[config.mk]
export PLATFORM = sky130hd
export DESIGN_NAME = ovf_flag_mux
export DESIGN_NICKNAME = d
export VERILOG_FILES = /design/src/rtl/ovf_flag_pkg.sv /design/src/rtl/ovf_edge_sense.sv /design/src/rtl/ovf_hold_timer.sv /design/src/rtl/ovf_slot_serializer.sv /design/src/rtl/ovf_flag_mux.sv
export SDC_FILE = /design/constraint.sdc
export NUM_CORES = 1
export LEC_CHECK = 0
export ABC_CLOCK_PERIOD_IN_PS = 1750
export BUFFER_PORTS_ARGS = -buffer_cell sky130_fd_sc_hd__buf_2
export CORE_ASPECT_RATIO = 0.9
export CORE_MARGIN = 2
export CORE_UTILIZATION = 40
export CTS_BUF_LIST = sky130_fd_sc_hd__clkbuf_16
export CTS_CLUSTER_SIZE = 25
export DETAILED_ROUTE_END_ITERATION = 16
export MAX_ROUTING_LAYER = met4
export PLACE_DENSITY = 0.64
export SLEW_MARGIN = 20
export SYNTH_ARGS = -nofsm -noshare
export SYNTH_HDL_FRONTEND = slang
export SYNTH_SLANG_ARGS = --single-unit
[constraint.sdc]
create_clock -name clk -period 1.75 [get_ports clk]
set_input_delay 0.2625 -clock clk [delete_from_list [all_inputs] [get_ports clk]]
set_output_delay 0.2625 -clock clk [all_outputs]
set_load 0.02 [all_outputs]
[src/rtl/ovf_flag_pkg.sv]
package ovf_flag_pkg;

  typedef enum logic [1:0] {
    SPD_SINGLE = 2'd0,
    SPD_DOUBLE = 2'd1,
    SPD_QUAD   = 2'd2,
    SPD_RSVD   = 2'd3
  } speed_e;

  // Left shift applied to the base frame count for a speed mode.
  function automatic logic [1:0] speed_shift(input logic [1:0] spd);
    case (speed_e'(spd))
      SPD_SINGLE: speed_shift = 2'd0;
      SPD_DOUBLE: speed_shift = 2'd1;
      default:    speed_shift = 2'd2;
    endcase
  endfunction

endpackage

[src/rtl/ovf_edge_sense.sv]
// Synchronises the serial clocks into the fabric domain and reports edges.
module ovf_edge_sense #(
  parameter int SYNC_STAGES = 2
) (
  input  logic clk,
  input  logic rst,
  input  logic bclk,
  input  logic lrck,
  output logic bclk_fall,
  output logic lrck_edge,
  output logic lrck_rise,
  output logic lrck_lvl
);
  localparam int LAST = SYNC_STAGES - 1;

  logic [SYNC_STAGES-1:0] b_sync;
  logic [SYNC_STAGES-1:0] l_sync;
  logic                   b_prev;
  logic                   l_prev;

  generate
    for (genvar i = 0; i < SYNC_STAGES; i++) begin : g_sync
      if (i == 0) begin : g_first
        always_ff @(posedge clk) begin
          if (rst) begin
            b_sync[i] <= 1'b0;
            l_sync[i] <= 1'b0;
          end else begin
            b_sync[i] <= bclk;
            l_sync[i] <= lrck;
          end
        end
      end else begin : g_next
        always_ff @(posedge clk) begin
          if (rst) begin
            b_sync[i] <= 1'b0;
            l_sync[i] <= 1'b0;
          end else begin
            b_sync[i] <= b_sync[i-1];
            l_sync[i] <= l_sync[i-1];
          end
        end
      end
    end
  endgenerate

  always_ff @(posedge clk) begin
    if (rst) begin
      b_prev <= 1'b0;
      l_prev <= 1'b0;
    end else begin
      b_prev <= b_sync[LAST];
      l_prev <= l_sync[LAST];
    end
  end

  always_comb begin
    bclk_fall = b_prev & ~b_sync[LAST];
    lrck_edge = l_prev ^ l_sync[LAST];
    lrck_rise = ~l_prev & l_sync[LAST];
    lrck_lvl  = l_sync[LAST];
  end

endmodule

[src/rtl/ovf_hold_timer.sv]
// Per-channel sticky flags with one shared frame-count hold timer.
module ovf_hold_timer
  import ovf_flag_pkg::*;
#(
  parameter int BASE_FRAMES = 32640,
  parameter int CNT_W       = $clog2(BASE_FRAMES * 4 + 1)
) (
  input  logic             clk,
  input  logic             rst,
  input  logic [1:0]       speed,
  input  logic             ovr_left,
  input  logic             ovr_right,
  input  logic             frame_rise,
  output logic             flag_l,
  output logic             flag_r,
  output logic [CNT_W-1:0] hold_cnt
);
  localparam logic [CNT_W-1:0] BASE_V = CNT_W'(BASE_FRAMES);

  logic [CNT_W-1:0] reload;
  logic             any_ovr;

  always_comb begin
    reload  = BASE_V << speed_shift(speed);
    any_ovr = ovr_left | ovr_right;
  end

  // A pulse that coincides with a frame edge wins: the counter reloads.
  always_ff @(posedge clk) begin
    if (rst) begin
      flag_l   <= 1'b0;
      flag_r   <= 1'b0;
      hold_cnt <= '0;
    end else if (any_ovr) begin
      flag_l   <= flag_l | ovr_left;
      flag_r   <= flag_r | ovr_right;
      hold_cnt <= reload;
    end else if (frame_rise && hold_cnt != '0) begin
      hold_cnt <= hold_cnt - 1'b1;
      if (hold_cnt == CNT_W'(1)) begin
        flag_l <= 1'b0;
        flag_r <= 1'b0;
      end
    end
  end

endmodule

[src/rtl/ovf_slot_serializer.sv]
// Places the slot's channel flag on the pin a fixed number of bit-clock
// falling edges after each frame-clock transition.
module ovf_slot_serializer #(
  parameter int LJ_LAG  = 1,
  parameter int I2S_LAG = 2,
  parameter int POS_W   = 6
) (
  input  logic clk,
  input  logic rst,
  input  logic fmt_i2s,
  input  logic bclk_fall,
  input  logic lrck_edge,
  input  logic lrck_lvl,
  input  logic flag_l,
  input  logic flag_r,
  output logic ovf_n
);
  localparam logic [POS_W-1:0] POS_MAX = {POS_W{1'b1}};

  logic [POS_W-1:0] fall_pos;
  logic [POS_W-1:0] next_pos;
  logic [POS_W-1:0] lag;
  logic             slot_right;

  always_comb begin
    lag      = fmt_i2s ? POS_W'(I2S_LAG) : POS_W'(LJ_LAG);
    next_pos = fall_pos + 1'b1;
  end

  // The position saturates, so there is no update before the first edge.
  always_ff @(posedge clk) begin
    if (rst) begin
      fall_pos   <= POS_MAX;
      slot_right <= 1'b0;
      ovf_n      <= 1'b1;
    end else if (lrck_edge) begin
      fall_pos   <= '0;
      slot_right <= fmt_i2s ? lrck_lvl : ~lrck_lvl;
    end else if (bclk_fall && fall_pos != POS_MAX) begin
      fall_pos <= next_pos;
      if (next_pos == lag) begin
        ovf_n <= ~(slot_right ? flag_r : flag_l);
      end
    end
  end

endmodule

[src/rtl/ovf_flag_mux.sv]
module ovf_flag_mux #(
  parameter int BASE_FRAMES = 32640,
  parameter int SYNC_STAGES = 2,
  parameter int LJ_LAG      = 1,
  parameter int I2S_LAG     = 2
) (
  input  logic       clk,
  input  logic       rst,
  input  logic       bclk,
  input  logic       lrck,
  input  logic       fmt_i2s,
  input  logic [1:0] speed,
  input  logic       ovr_left,
  input  logic       ovr_right,
  output logic       ovf_n
);
  localparam int CNT_W = $clog2(BASE_FRAMES * 4 + 1);
  localparam int POS_W = $clog2((LJ_LAG > I2S_LAG ? LJ_LAG : I2S_LAG) + 2) + 1;

  logic             bclk_fall;
  logic             lrck_edge;
  logic             frame_rise;
  logic             lrck_lvl;
  logic             flag_l;
  logic             flag_r;
  logic [CNT_W-1:0] hold_cnt;

  ovf_edge_sense #(.SYNC_STAGES(SYNC_STAGES)) u_sense (
    .clk       (clk),
    .rst       (rst),
    .bclk      (bclk),
    .lrck      (lrck),
    .bclk_fall (bclk_fall),
    .lrck_edge (lrck_edge),
    .lrck_rise (frame_rise),
    .lrck_lvl  (lrck_lvl)
  );

  ovf_hold_timer #(.BASE_FRAMES(BASE_FRAMES), .CNT_W(CNT_W)) u_timer (
    .clk        (clk),
    .rst        (rst),
    .speed      (speed),
    .ovr_left   (ovr_left),
    .ovr_right  (ovr_right),
    .frame_rise (frame_rise),
    .flag_l     (flag_l),
    .flag_r     (flag_r),
    .hold_cnt   (hold_cnt)
  );

  ovf_slot_serializer #(.LJ_LAG(LJ_LAG), .I2S_LAG(I2S_LAG), .POS_W(POS_W)) u_ser (
    .clk       (clk),
    .rst       (rst),
    .fmt_i2s   (fmt_i2s),
    .bclk_fall (bclk_fall),
    .lrck_edge (lrck_edge),
    .lrck_lvl  (lrck_lvl),
    .flag_l    (flag_l),
    .flag_r    (flag_r),
    .ovf_n     (ovf_n)
  );

endmodule

==> impl_metrics.tcl <==
set metrics [dict create \
    drt_wl_total_um 3846 \
    diodes 0 \
    r2r_end "u_timer.hold_cnt[13]" \
    tns_ns -0.1432 \
    p_leak_nw 0.8335 \
    root_buffer "clkbuf_16" \
    start_util_pct 40.97 \
    io_buffers 9 \
    grt_remaining_overflow 0 \
    nets 226 \
    hold_path_class "input port to flip-flop" \
    synth.avg_cell_area_um2 8.961 \
    vias 1449 \
    grt_pass1_vias 1479 \
    synth_cell_types 38 \
    cp_top_family "simple AND/OR/NAND/NOR gates" \
    setup_violations 6 \
    synth_top_area_share_pct 40.13 \
    rsz0062_at_grt "yes" \
    yosysTopAreaCell "dfxtp_1" \
    reg2reg_slack_ns -0.06 \
    timing.slew.headroom_pct 64.22 \
    outcome "complete, but fails checks" \
    core_um2 3652 \
    dr.first_iter.drc_count 61 \
    syn-num-nets 181 \
    setup_slack_ns -0.06220 \
    drtAntennaViolNets 0 \
    vias_per_cell 5.595 \
    cap_viol_max_count 0 \
    cts-buffers-inserted 5 \
    area_growth_pct 37.63 \
    grt_pass1_wl_um 6410 \
    reg2reg_from "u_timer.hold_cnt[1]" \
    dp_hpwl_um 2734 \
    wl_per_cell_um 14.85 \
    cts_hold_buf 0 \
    finalCritPeriodShare_pct 103.6 \
    cp.buffers_inverters 2 \
    p_total_mw 1.800 \
    grt_util_all_layers_pct 21.22 \
    clock_sinks 30 \
    drive_gt1_share_pct 39.44 \
    syn_inst 167 \
    reg2regPathDepth 7 \
    worstPathRequired_ns 1.90 \
    die_h_um 62.03 \
    syn_area_um2 1496 \
    hold_viol 0 \
    cts_tree "done" \
    hold_end "u_sense.b_sync[0]" \
    ys_seq_area_share_pct 40.13 \
    dieArea_um2 4247 \
    die_x_um 68.47 \
    synth_seq_cells 30 \
    grt_start_max_net_pins 20 \
    cp_slowest_cell "or4b_4" \
    synthTopCellsByArea "dfxtp_1 40%, ha_1 4.2%, or2_2 4.2%" \
    worst-setup-path-type "flip-flop to flip-flop" \
    cellPowerDensity_nw_per_um2 874.1 \
    slew_viol_final 0 \
    firstDrtPassIters 4 \
    final.setup_skew_ns 0.004881 \
    ir_worst_vdd_uv 491.8 \
    max_stage_delay_ns 0.49 \
    drc_errors 0 \
    crit_path_start_kind "flip-flop" \
    cp.arrival_ns 1.96 \
    crit_chain "inv_2 -> ha_4 -> or4b_4 -> o311ai_2 -> buf_4 -> or4_1 -> a31oi_1" \
    failed_checks "negative setup slack" \
    period_minus_slack_ns 1.812 \
    clk_path_buf_depth 2 \
    hold_path_depth 2 \
    gp_congestion 0.8634 \
    crit_fanout 6 \
    yosys_warnings 0 \
    fmax_mhz 551.8 \
    worstHoldStart "bclk" \
    antenna_found_initial 0 \
    worst_pin_slew_ns 0.5348 \
    io_pins 10 \
    clkLatencyLatePin_ns 0.28 \
    clk_pin_slew_worst_paths_ns 0.05 \
    crit_path_end_kind "flip-flop" \
    htree_levels 2 \
    rows 21 \
]
## cells in the mapped netlist (all sizes together)
cell type / number
a21oi: 7
a221oi: 1
a311o: 1
a31oi: 6
and2: 1
and3: 1
buf: 1
clkbuf: 3
dfxtp: 30
ha: 5
inv: 7
mux2: 1
mux2i: 5
nand2: 12
nand3: 3
nand4: 2
nand4b: 1
nor2: 12
nor2b: 7
nor3: 2
nor3b: 1
nor4: 3
o2111ai: 1
o211ai: 4
o21ai: 10
o221ai: 1
o311ai: 2
o31ai: 6
o32ai: 1
o41ai: 1
or2: 10
or3: 7
or4: 8
or4b: 1
xnor2: 3
## power by group
group | switching [mW] | internal, mW | total, mW
Sequential | 0.0262 | 0.720 | 0.746
Combinational | 0.137 | 0.123 | 0.259
Clock | 0.284 | 0.511 | 0.795
## sequential cells by signal (all words and copies together) (netlist names)
register          flops
u_timer.flag_l        1
u_ser.ovf_n           1
u_ser.fall_pos        3
u_sense.l_prev        1
u_timer.flag_r        1
u_ser.slot_right      1
u_sense.b_sync        2
u_sense.l_sync        1
u_sense.b_prev        1
u_sense.lrck_lvl      1
u_timer.hold_cnt     17
## logic make-up (layout without fill, tap and decap cells)
| family | after synthesis | in the layout | synth area share (%) |
|---|---|---|---|
| AO/OA/AOI/OAI | 41 | 41 | 19.73 |
| XOR/XNOR | 3 | 3 | 1.756 |
| adder cells (fa/ha/maj) | 5 | 5 | 4.181 |
| buffers and inverters | 11 | 57 | 2.759 |
| flip-flops | 30 | 30 | 40.13 |
| multiplexers | 6 | 6 | 4.097 |
| AND/OR/NAND/NOR | 71 | 71 | 27.34 |
## how the worst max path moves through the flow
stage,from,to,slack [ns],cells past startpoint
3_3_place_gp,u_timer.hold_cnt[10],u_timer.hold_cnt[16],0.02,5
2_1_floorplan,u_timer.hold_cnt[1],u_timer.hold_cnt[7],0.004,6
3_5_place_dp,u_timer.hold_cnt[1],u_timer.hold_cnt[0],-0.03,7
6_report,u_timer.hold_cnt[1],u_timer.hold_cnt[13],-0.06,7
5_1_grt,u_timer.hold_cnt[1],u_timer.hold_cnt[13],-0.08,7
4_1_cts,u_timer.hold_cnt[1],u_timer.hold_cnt[0],-0.04,7
## layer usage
metal | vias up | track usage, % | share of wire [%]
li1 | 711 | - | -
met1 | 675 | 23.61 | 43
met2 | 57 | 35.44 | 47
met3 | 6 | 8.288 | 7.9
met4 | 0 | 6.000 | 1.2
met5 | - | - | 0
## area by class of cell
cell class,count,area [um2]
clock buffer,5,125.1
clock inverter,3,12.51
fill,323,1593
inverter,7,26.28
multi-input combinational,126,938.4
sequential,30,603.1
tap,46,57.56
timing repair buffer,42,296.5
## placed cells by master (no fill, tap or decap), drive strengths merged, types with 2 or more instances in the layout
master / n
buf: 42
dfxtp: 30
nand2: 12
nor2: 12
or2: 10
o21ai: 10
inv: 8
or4: 8
or3: 7
nor2b: 7
a21oi: 7
a31oi: 6
o31ai: 6
mux2i: 5
clkbuf: 5
ha: 5
o211ai: 4
xnor2: 3
nor4: 3
nand3: 3
nand4: 2
nor3: 2
o311ai: 2
clkinv: 2
## what timing repair did
item / 4_1_cts / 5_1_grt
setup buffers: 1 / 2
endpoints found under the hold margin: 0 / 0
setup endpoints to repair: 9 / 16
pin swaps: 2 / 4
resized for setup: 5 / 14
## stage by stage
stage          setup slack, ns  util [%]  cells  hold WS [ns]  cell area [um2]
5_1_grt               -0.08300     56.39    259        0.2179             2059
6_report              -0.06220     56.39    259        0.1964             2059
2_1_floorplan         0.003945         -    167        0.3737             1515
3_3_place_gp           0.02266     50.05    248        0.4173             1828
4_1_cts               -0.03507     54.23    257        0.1928             1981
3_5_place_dp          -0.03070     50.05    248        0.4347             1828
Note: power is estimated with default switching activity, not from simulation.
